**src/rtl/subset_decoder.sv**
```systemverilog
module subset_decoder #(
  parameter int DW = 32,
  parameter int AW = 4
) (
  input  logic [31:0]   insn,
  output logic          rd2_from_dest,
  output logic          alu_use_imm,
  output logic          wb_from_mem,
  output logic          reg_we,
  output logic          mem_re,
  output logic          mem_we,
  output logic          br_cond,
  output logic          br_always,
  output logic          halt,
  output logic [AW-1:0] alu_op,
  output logic [4:0]    rs_a,
  output logic [4:0]    rs_b,
  output logic [4:0]    rd_t,
  output logic [DW-1:0] imm_mem,
  output logic [DW-1:0] imm_cbr,
  output logic [DW-1:0] imm_jmp
);
  localparam logic [10:0] OP_ADD = 11'b10001011000;
  localparam logic [10:0] OP_SUB = 11'b11001011000;
  localparam logic [10:0] OP_AND = 11'b10001010000;
  localparam logic [10:0] OP_ORR = 11'b10101010000;
  localparam logic [10:0] OP_LD  = 11'b11111000010;
  localparam logic [10:0] OP_ST  = 11'b11111000000;
  localparam logic [10:0] OP_HLT = 11'b11010100010;
  localparam logic [7:0]  OP_CBZ = 8'b10110100;
  localparam logic [5:0]  OP_BR  = 6'b000101;

  localparam logic [AW-1:0] ALU_AND = AW'(0);
  localparam logic [AW-1:0] ALU_OR  = AW'(1);
  localparam logic [AW-1:0] ALU_ADD = AW'(2);
  localparam logic [AW-1:0] ALU_SUB = AW'(6);
  localparam logic [AW-1:0] ALU_PB  = AW'(7);

  localparam int MEM_W = 9;
  localparam int CBR_W = 19;
  localparam int JMP_W = 26;

  assign rs_a = insn[9:5];
  assign rs_b = insn[20:16];
  assign rd_t = insn[4:0];

  assign imm_mem = {{(DW-MEM_W){insn[20]}}, insn[20:12]};
  assign imm_cbr = {{(DW-CBR_W){insn[23]}}, insn[23:5]};
  assign imm_jmp = {{(DW-JMP_W){insn[25]}}, insn[25:0]};

  always_comb begin
    rd2_from_dest = 1'b0;
    alu_use_imm   = 1'b0;
    wb_from_mem   = 1'b0;
    reg_we        = 1'b0;
    mem_re        = 1'b0;
    mem_we        = 1'b0;
    br_cond       = 1'b0;
    br_always     = 1'b0;
    halt          = 1'b0;
    alu_op        = ALU_ADD;
    case (insn[31:21])
      OP_ADD: begin reg_we = 1'b1; alu_op = ALU_ADD; end
      OP_SUB: begin reg_we = 1'b1; alu_op = ALU_SUB; end
      OP_AND: begin reg_we = 1'b1; alu_op = ALU_AND; end
      OP_ORR: begin reg_we = 1'b1; alu_op = ALU_OR;  end
      OP_LD: begin
        mem_re      = 1'b1;
        wb_from_mem = 1'b1;
        alu_use_imm = 1'b1;
        reg_we      = 1'b1;
      end
      OP_ST: begin
        mem_we        = 1'b1;
        alu_use_imm   = 1'b1;
        rd2_from_dest = 1'b1;
      end
      OP_HLT: halt = 1'b1;
      default: begin
        if (insn[31:24] == OP_CBZ) begin
          alu_op        = ALU_PB;
          rd2_from_dest = 1'b1;
          br_cond       = 1'b1;
        end else if (insn[31:26] == OP_BR) begin
          br_always = 1'b1;
        end
      end
    endcase
  end

  always_comb begin
    AST_ONE_ACTION: assert ($onehot0({mem_re, mem_we, br_cond, br_always, halt}));
    AST_LOAD_WB: assert (!mem_re || (wb_from_mem && reg_we && alu_use_imm && alu_op == ALU_ADD));
    AST_STORE_NOWB: assert (!mem_we || (!reg_we && rd2_from_dest && alu_use_imm && !wb_from_mem));
    AST_CBZ_PASSB: assert (!br_cond || (alu_op == ALU_PB && rd2_from_dest && !reg_we));
    AST_BR_NOWB: assert (!br_always || (!reg_we && !alu_use_imm && alu_op == ALU_ADD));
    AST_HALT_QUIET: assert (!halt || !(reg_we || rd2_from_dest || alu_use_imm || wb_from_mem));
  end
endmodule

```
**config.mk**
```make
export PLATFORM = sky130hd
export DESIGN_NAME = subset_decoder
export DESIGN_NICKNAME = d
export VERILOG_FILES = /design/src/rtl/subset_decoder.sv
export SDC_FILE = /design/constraint.sdc
export NUM_CORES = 1
export LEC_CHECK = 0
export BUFFER_PORTS_ARGS = -buffer_cell sky130_fd_sc_hd__buf_2
export CORE_ASPECT_RATIO = 1.4
export CORE_MARGIN = 4
export CORE_UTILIZATION = 31
export DETAILED_ROUTE_END_ITERATION = 8
export PLACE_DENSITY = 0.94
export SLEW_MARGIN = 10
export SYNTH_ARGS = -nofsm -noshare
export SYNTH_HDL_FRONTEND = slang
export SYNTH_SLANG_ARGS = --single-unit
```
**constraint.sdc**
```tcl
create_clock -name vclk -period 0.8
set_input_delay 0.04 -clock vclk [all_inputs]
set_output_delay 0.04 -clock vclk [all_outputs]
set_load 0.03 [all_outputs]
```
==> impl_metrics.yaml, run 1 <==
global_route:
  grtUsageTotal_pct: 10.56
  antenna_found_initial: 0
  overflow: 0
  grt_pass1_vias: 605
  grt_max_degree: 28
  grt_pass1_wl_mm: 3.712
die:
  die_w_um: 56.92
  rows: 24
  die_height_um: 76.48
  start_util_pct: 32.63
  ios: 156
  core_area_sq_um: 3183
  dieArea_sq_um: 4353
pwr:
  leakage_uw: 0.0004032
  worst_ir_drop_vdd_mv: 0.3210
  p_per_area_nw_per_um2: 534.3
finish:
  synthToLayoutAreaGrowth_pct: -15.54
  ff_latch_area_sq_um: 0
  num_antenna_cells: 0
  drive_above_1_share_pct: 91.30
  fin_nets: 126
  final_common_cell: "buf_2"
  layout_common_cells: "buf_2, buf_6, buf_4"
  n_sequential_cell: 0
  clockBufferCount: 0
drt:
  routed_via_density: 4.458
  drcViolationCount: 0
  num_vias: 584
  wl_per_cell_um: 20.13
  ant_nets: 0
  wl_mm: 2.637
  drt_iter0_drc: 54
  dr.pass1.iters: 3
setup_path:
  arrival_ps: 960
  critPathLaunchType: "input pin"
  worstPathRequired_ps: 760
  end_kind: "primary output"
  crit_type: "input pin to primary output"
  path_max_fanout: 3
logic_synthesis:
  netlist_area_sq_um: 1038
  synth_top_family_by_area: "buffers and inverters"
  synth_area_leaders: "buf_4, nand3_1, nor4_4"
  synth_top_area_cell: "buf_4"
  synth_cell_types: 17
  synth_nets: 176
  synth_compound_area_share_pct: 3.133
  synth_mux_area_share_pct: 0
  synth-simple-area-share_pct: 13.73
  avgSynthCellArea_sq_um: 7.212
  synth.top_cell.area_share_pct: 81.69
  synthAdderAreaFrac_pct: 0
  yosysWarnings: 0
  ys_seq_area_share_pct: 0
  synthXorXnorAreaFrac_pct: 0
  synthCells: 144
worst_hold_path:
  holdCritPathClass: "input pin to primary output"
timing:
  finalSetupViolations: 11
  fin_crit_sh_pct: 125.5
  finalHoldViolations: 0
  max_freq_mhz: 995.7
  layout_setup_ws_ps: -204.4
  drv_slew: 0
  min_period_ps: 1004
  tns_ps: -1285
  hold_slack_ps: 80.09
  rsz0062_at_grt: "yes"
placed_design:
  dp_slack_ps: -286.2
  routabilityCongestion: 0.8578
  dp_hpwl_mm: 1.979
  port_buffers: 50
flow_run:
  maxCapViolCount: 0
clocking:
  hold_buffers: 0
run_status:
  run_status: "finished with violations"
  violations: "setup timing"
==> Yosys cell counts (all sizes together) <==
library cell and n:
and3b 2, and4b 1, nor3b 1, nor4b 1
nand3 5, nand4 1, o21ai 2, inv 3
nor2 4, conb 1, a21boi 2, o211ai 1
nor3 1, nand2 2, nor2b 3, nor4 1
buf 113
==> cell families (layout without fill, tap and decap cells) <==
logic type	count (synthesis)	in the layout
other	1	1
buffers and inverters	116	64
and+or+nand+nor	22	22
AOI/OAI and AO/OA	5	5
==> per-stage QoR <==
step	instance area [sq um]	std cells	power, uW	utilization [%]
floorplan	1107	144	1089	-
global placement	636.9	131	376.6	20.01
detailed placement	636.9	131	379.7	20.01
CTS	817.0	131	435.5	25.67
global route	877.1	131	491.8	27.56
finish	877.1	131	468.7	27.56
==> critical path, cell delays in order <==
cell	delay (ps)
buf_8	100
nor4_4	320
nand3_2	180
a21boi_4	170
buf_6	140
==> cell type report <==
class | count | area (sq um)
well taps | 39 | 48.80
fillers | 308 | 2306
multi-input cells | 28 | 320.3
inverters | 3 | 11.26
repair buffers | 61 | 496.7
==> report_power, final <==
group | leakage (uW) | total [uW] | switching [uW] | internal [uW]
clock network | 0 | 0 | 0 | 0
registers | 0 | 0 | 0 | 0
logic | 0.000403 | 469 | 289 | 179
==> metal layers <==
layer  vias up  global-route usage, %  routed length (um)
met5         -                      0                   0
met3        13                  9.492                 733
li1        237                      -                   -
met4         0                  4.640                 117
met1       239                  6.593                 506
met2        95                  19.68                1279
==> what timing repair did <==
item | CTS | global route
buffers inserted | 0 | 0
pin swaps | 7 | 5
setup endpoints to repair | 12 | 12
gates resized for setup | 49 | 17
cloned | 0 | 0
==> path summary, 6_finish.rpt <==
check,start,endpoint,slack [ps],cells past startpoint
worst max-delay path,insn[22],alu_op[0],-200,5
worst min-delay path,insn[11],imm_cbr[6],80,0
(Power assumes the default switching activity.)
==> run 2, diff against run 1 <==
CELL_PAD_IN_SITES_DETAIL_PLACEMENT = 0   (was unset)
CELL_PAD_IN_SITES_GLOBAL_PLACEMENT = 1   (was unset)
CORE_UTILIZATION = 18   (was 31)
SKIP_LAST_GASP = 1   (was unset)
==> run 2 against run 1 <==
Effect of this change: the run still ends with setup timing left; total power grew 4.6%; cell area grew 8.8%; combinational power grew 4.5%; sequential share of layout area is the same; via count grew 4.5%; first-iteration DRC count shrank 98%; die area grew 62%; flip-flop and latch count is the same; maximum frequency shrank 1.9%; wire length grew 9.7%; critical endpoint is now alu_op[2]; largest power group unchanged; highest routed layer unchanged.
==> impl_metrics.yaml, run 2 (synthesis gave the netlist of run 1 again) <==
timing:
  rsz0062_at_grt: "yes"
  drv_slew: 0
  tns_ps: -1720
  layout_setup_ws_ps: -223.7
  finalSetupViolations: 12
  max_freq_mhz: 976.8
  min_period_ps: 1024
  finalHoldViolations: 0
  fin_crit_sh_pct: 128.0
  hold_slack_ps: 80.02
global_route:
  overflow: 0
  grt_pass1_wl_mm: 3.394
  grt_pass1_vias: 556
  grtUsageTotal_pct: 6.278
  grt_max_degree: 28
  antenna_found_initial: 0
placed_design:
  routabilityCongestion: 0.8084
  dp_slack_ps: -314.3
  port_buffers: 50
  dp_hpwl_mm: 2.157
drt:
  dr.pass1.iters: 3
  wl_mm: 2.893
  drt_iter0_drc: 1
  drcViolationCount: 0
  ant_nets: 0
  routed_via_density: 3.653
  wl_per_cell_um: 17.32
  num_vias: 610
finish:
  drive_above_1_share_pct: 89.90
  layout_common_cells: "buf_2, buf_6, buf_4"
  fillers: 596
  n_sequential_cell: 0
  ff_latch_area_sq_um: 0
  clockBufferCount: 0
  final_common_cell: "buf_2"
  fin_nets: 133
  num_antenna_cells: 0
  multi_input_area_sq_um: 297.8
  synthToLayoutAreaGrowth_pct: -8.072
pwr:
  clkPwrFrac_pct: 0
  switching_share_pct: 59.30
  comb_power_share_pct: 100.0
  p_per_area_nw_per_um2: 513.4
  leakage_uw: 0.0004368
  p_sw_uw: 290.6
  pwr-share-seq_pct: 0
  worst_ir_drop_vdd_mv: 0.08801
  internal_power_uw: 199.4
setup_path:
  path_max_fanout: 3
  critPathLaunchType: "input pin"
  worstPathRequired_ps: 760
  crit_type: "input pin to primary output"
  crit_path_max_incr_delay_ps: 340
  path_cells: "buf_8 -> nor4_4 -> nand3_2 -> o21ai_4 -> buf_6"
  end_kind: "primary output"
  crit_slowest_cell: "nor4_4"
  arrival_ps: 980
die:
  dieArea_sq_um: 7066
  ios: 156
  core_area_sq_um: 5565
  die_w_um: 72.20
  die_height_um: 97.88
  rows: 32
  start_util_pct: 18.66
worst_hold_path:
  whs_path_depth: 0
  holdCritPathClass: "input pin to primary output"
run_status:
  violations: "setup timing"
  run_status: "finished with violations"
flow_run:
  maxCapViolCount: 0
clocking:
  hold_buffers: 0
==> run 2: cell type report <==
class | instances | share of cell area, %
Tap cell | 68 | 8.912
Inverter | 3 | 1.180
Timing Repair Buffer | 68 | 58.72
Multi-Input combinational cell | 28 | 31.19
==> run 2: layer usage <==
metal	up-vias	part of all wire [%]	track usage, %
met4	0	7.6	5.065
met2	94	51	11.79
met5	-	0	0
met3	27	27	5.870
met1	242	15	2.716
li1	247	-	-
==> run 2: stage by stage <==
step / instance area [sq um] / instances / total power [uW] / utilization (%)
2_1_floorplan: 1107 / 144 / 1089 / -
3_3_place_gp: 673.1 / 160 / 378.5 / 12.10
3_5_place_dp: 673.1 / 160 / 381.9 / 12.10
4_1_cts: 790.8 / 162 / 418.5 / 14.21
5_1_grt: 954.7 / 167 / 511.6 / 17.15
6_report: 954.7 / 167 / 490.1 / 17.15
==> run 2: final timing paths <==
check	slack, ps	startpoint	endpoint
setup / recovery	-220	insn[22]	alu_op[2]
hold / removal	80	insn[1]	imm_jmp[1]
==> run 2: worst max-delay path, delay by kind of cell <==
kind | cells | cell delay [ps]
AND/OR/NAND/NOR | 2 | 530
AO/OA/AOI/OAI | 1 | 170
buffers and inverters | 2 | 240
==> run 2: power by group through the flow <==
stage          sequential, uW  combinational, uW  clock [uW]
2_1_floorplan               0               1090           0
3_3_place_gp                0                379           0
3_5_place_dp                0                382           0
4_1_cts                     0                419           0
5_1_grt                     0                512           0
6_report                    0                490           0
==> run 2: repair_timing <==
action | CTS | global route
gates cloned | 0 | 1
endpoints found under the setup margin | 12 | 12
pin swaps | 7 | 8
setup buffers | 2 | 4
endpoints found under the hold margin | 0 | 0
gates resized for setup | 30 | 29
==> run 3, diff against run 2 <==
PLACE_DENSITY = 0.87   (was 0.94)
==> run 3 against run 2 <==
Effect of this change: the run still ends with setup timing left; via count is 6.9% lower; first-iteration DRC count grew to 14 times the previous value; count of clock-buffer cells in the layout did not move; global-route usage decreased by 0.33 points; worst hold slack is essentially flat; largest power group unchanged; highest routed layer unchanged.
==> impl_metrics.yaml, run 3 (synthesis gave the netlist of run 1 again) <==
placed_design:
  dp_hpwl_mm: 2.123
  placed_area_sq_um: 673.1
  dp_slack_ps: -292.2
  routabilityCongestion: 0.8719
  port_buffers: 50
  dpl.cell_count: 160
die:
  core_area_sq_um: 5565
  start_util_pct: 18.66
  dieArea_sq_um: 7066
  rows: 32
  ios: 156
  die_height_um: 97.88
  die_w_um: 72.20
finish:
  instances_no_fill: 161
  synthToLayoutAreaGrowth_pct: -16.27
  clockBufferCount: 0
  fin_nets: 127
  layout_common_cells: "buf_2, buf_6, buf_4"
  fin_util_pct: 15.63
  n_sequential_cell: 0
  final_common_cell: "buf_2"
  drive_above_1_share_pct: 89.25
  num_antenna_cells: 0
  fillers: 609
  ff_latch_area_sq_um: 0
  fin_area_sq_um: 869.6
pwr:
  leakage_uw: 0.0003915
  worst_ir_drop_vdd_mv: 0.1003
  p_per_area_nw_per_um2: 508.3
setup_path:
  critPathLaunchType: "input pin"
  arrival_ps: 990
  crit_type: "input pin to primary output"
  path_max_fanout: 4
  end_kind: "primary output"
  worstPathRequired_ps: 760
global_route:
  antenna_found_initial: 0
  grt_pass1_wl_mm: 3.249
  grt_max_degree: 28
  grtUsageTotal_pct: 5.948
  grt_pass1_vias: 547
  overflow: 0
clocking:
  hold_buffers: 0
run_status:
  run_status: "finished with violations"
  violations: "setup timing"
drt:
  drcViolationCount: 0
  drt_iter0_drc: 14
  wl_mm: 2.556
  num_vias: 568
  wl_per_cell_um: 15.88
  dr.pass1.iters: 3
  ant_nets: 0
  routed_via_density: 3.528
timing:
  finalHoldViolations: 0
  fin_crit_sh_pct: 128.7
  drv_slew: 0
  rsz0062_at_grt: "yes"
  layout_setup_ws_ps: -229.4
  finalSetupViolations: 12
  tns_ps: -1305
  min_period_ps: 1029
  max_freq_mhz: 971.4
flow_run:
  maxCapViolCount: 0
worst_hold_path:
  holdCritPathClass: "input pin to primary output"
==> run 3: timing repair <==
action                     4_1_cts  5_1_grt
setup endpoints to repair       12       12
pin swaps                        8        6
gates resized for setup         41       14
setup buffers                    1        0
==> run 3: layout make-up <==
cell class / count / area (sq um) / area share, %
Inverter: 3 / 11.26 / 1.295
Multi-Input combinational cell: 28 / 300.3 / 34.53
Tap cell: 68 / 85.08 / 9.784
Timing Repair Buffer: 62 / 473.0 / 54.39
==> run 3: routing by layer <==
layer	part of all wire [%]	vias up	track usage (%)
met1	14	219	2.654
met5	0	-	0
met4	14	0	7.959
li1	-	235	-
met2	42	71	9.895
met3	31	43	5.046
==> run 3: critical path: stages <==
cell	delay (ps)
buf_12	110
nor4_4	330
nand3_2	190
o21ai_4	170
buf_6	140
==> run 3: per-stage QoR <==
stage          hold WS (ps)  power (uW)
6_report              80.02       442.0
5_1_grt               80.05       462.6
4_1_cts               80.32       422.1
3_5_place_dp          80.32       379.8
3_3_place_gp          80.32       377.6
2_1_floorplan         143.9        1089
==> run 3: power breakdown <==
part	total (uW)	internal, uW	leakage [uW]	switching (uW)
clock network	0	0	0	0
logic	442	163	0.000391	279
registers	0	0	0	0
==> run 3: path summary, 6_finish.rpt <==
| path | to | startpoint | slack [ps] | cells after the start |
|---|---|---|---|---|
| worst min-delay path | imm_mem[1] | insn[13] | 80 | 0 |
| worst max-delay path | alu_op[2] | insn[21] | -230 | 5 |
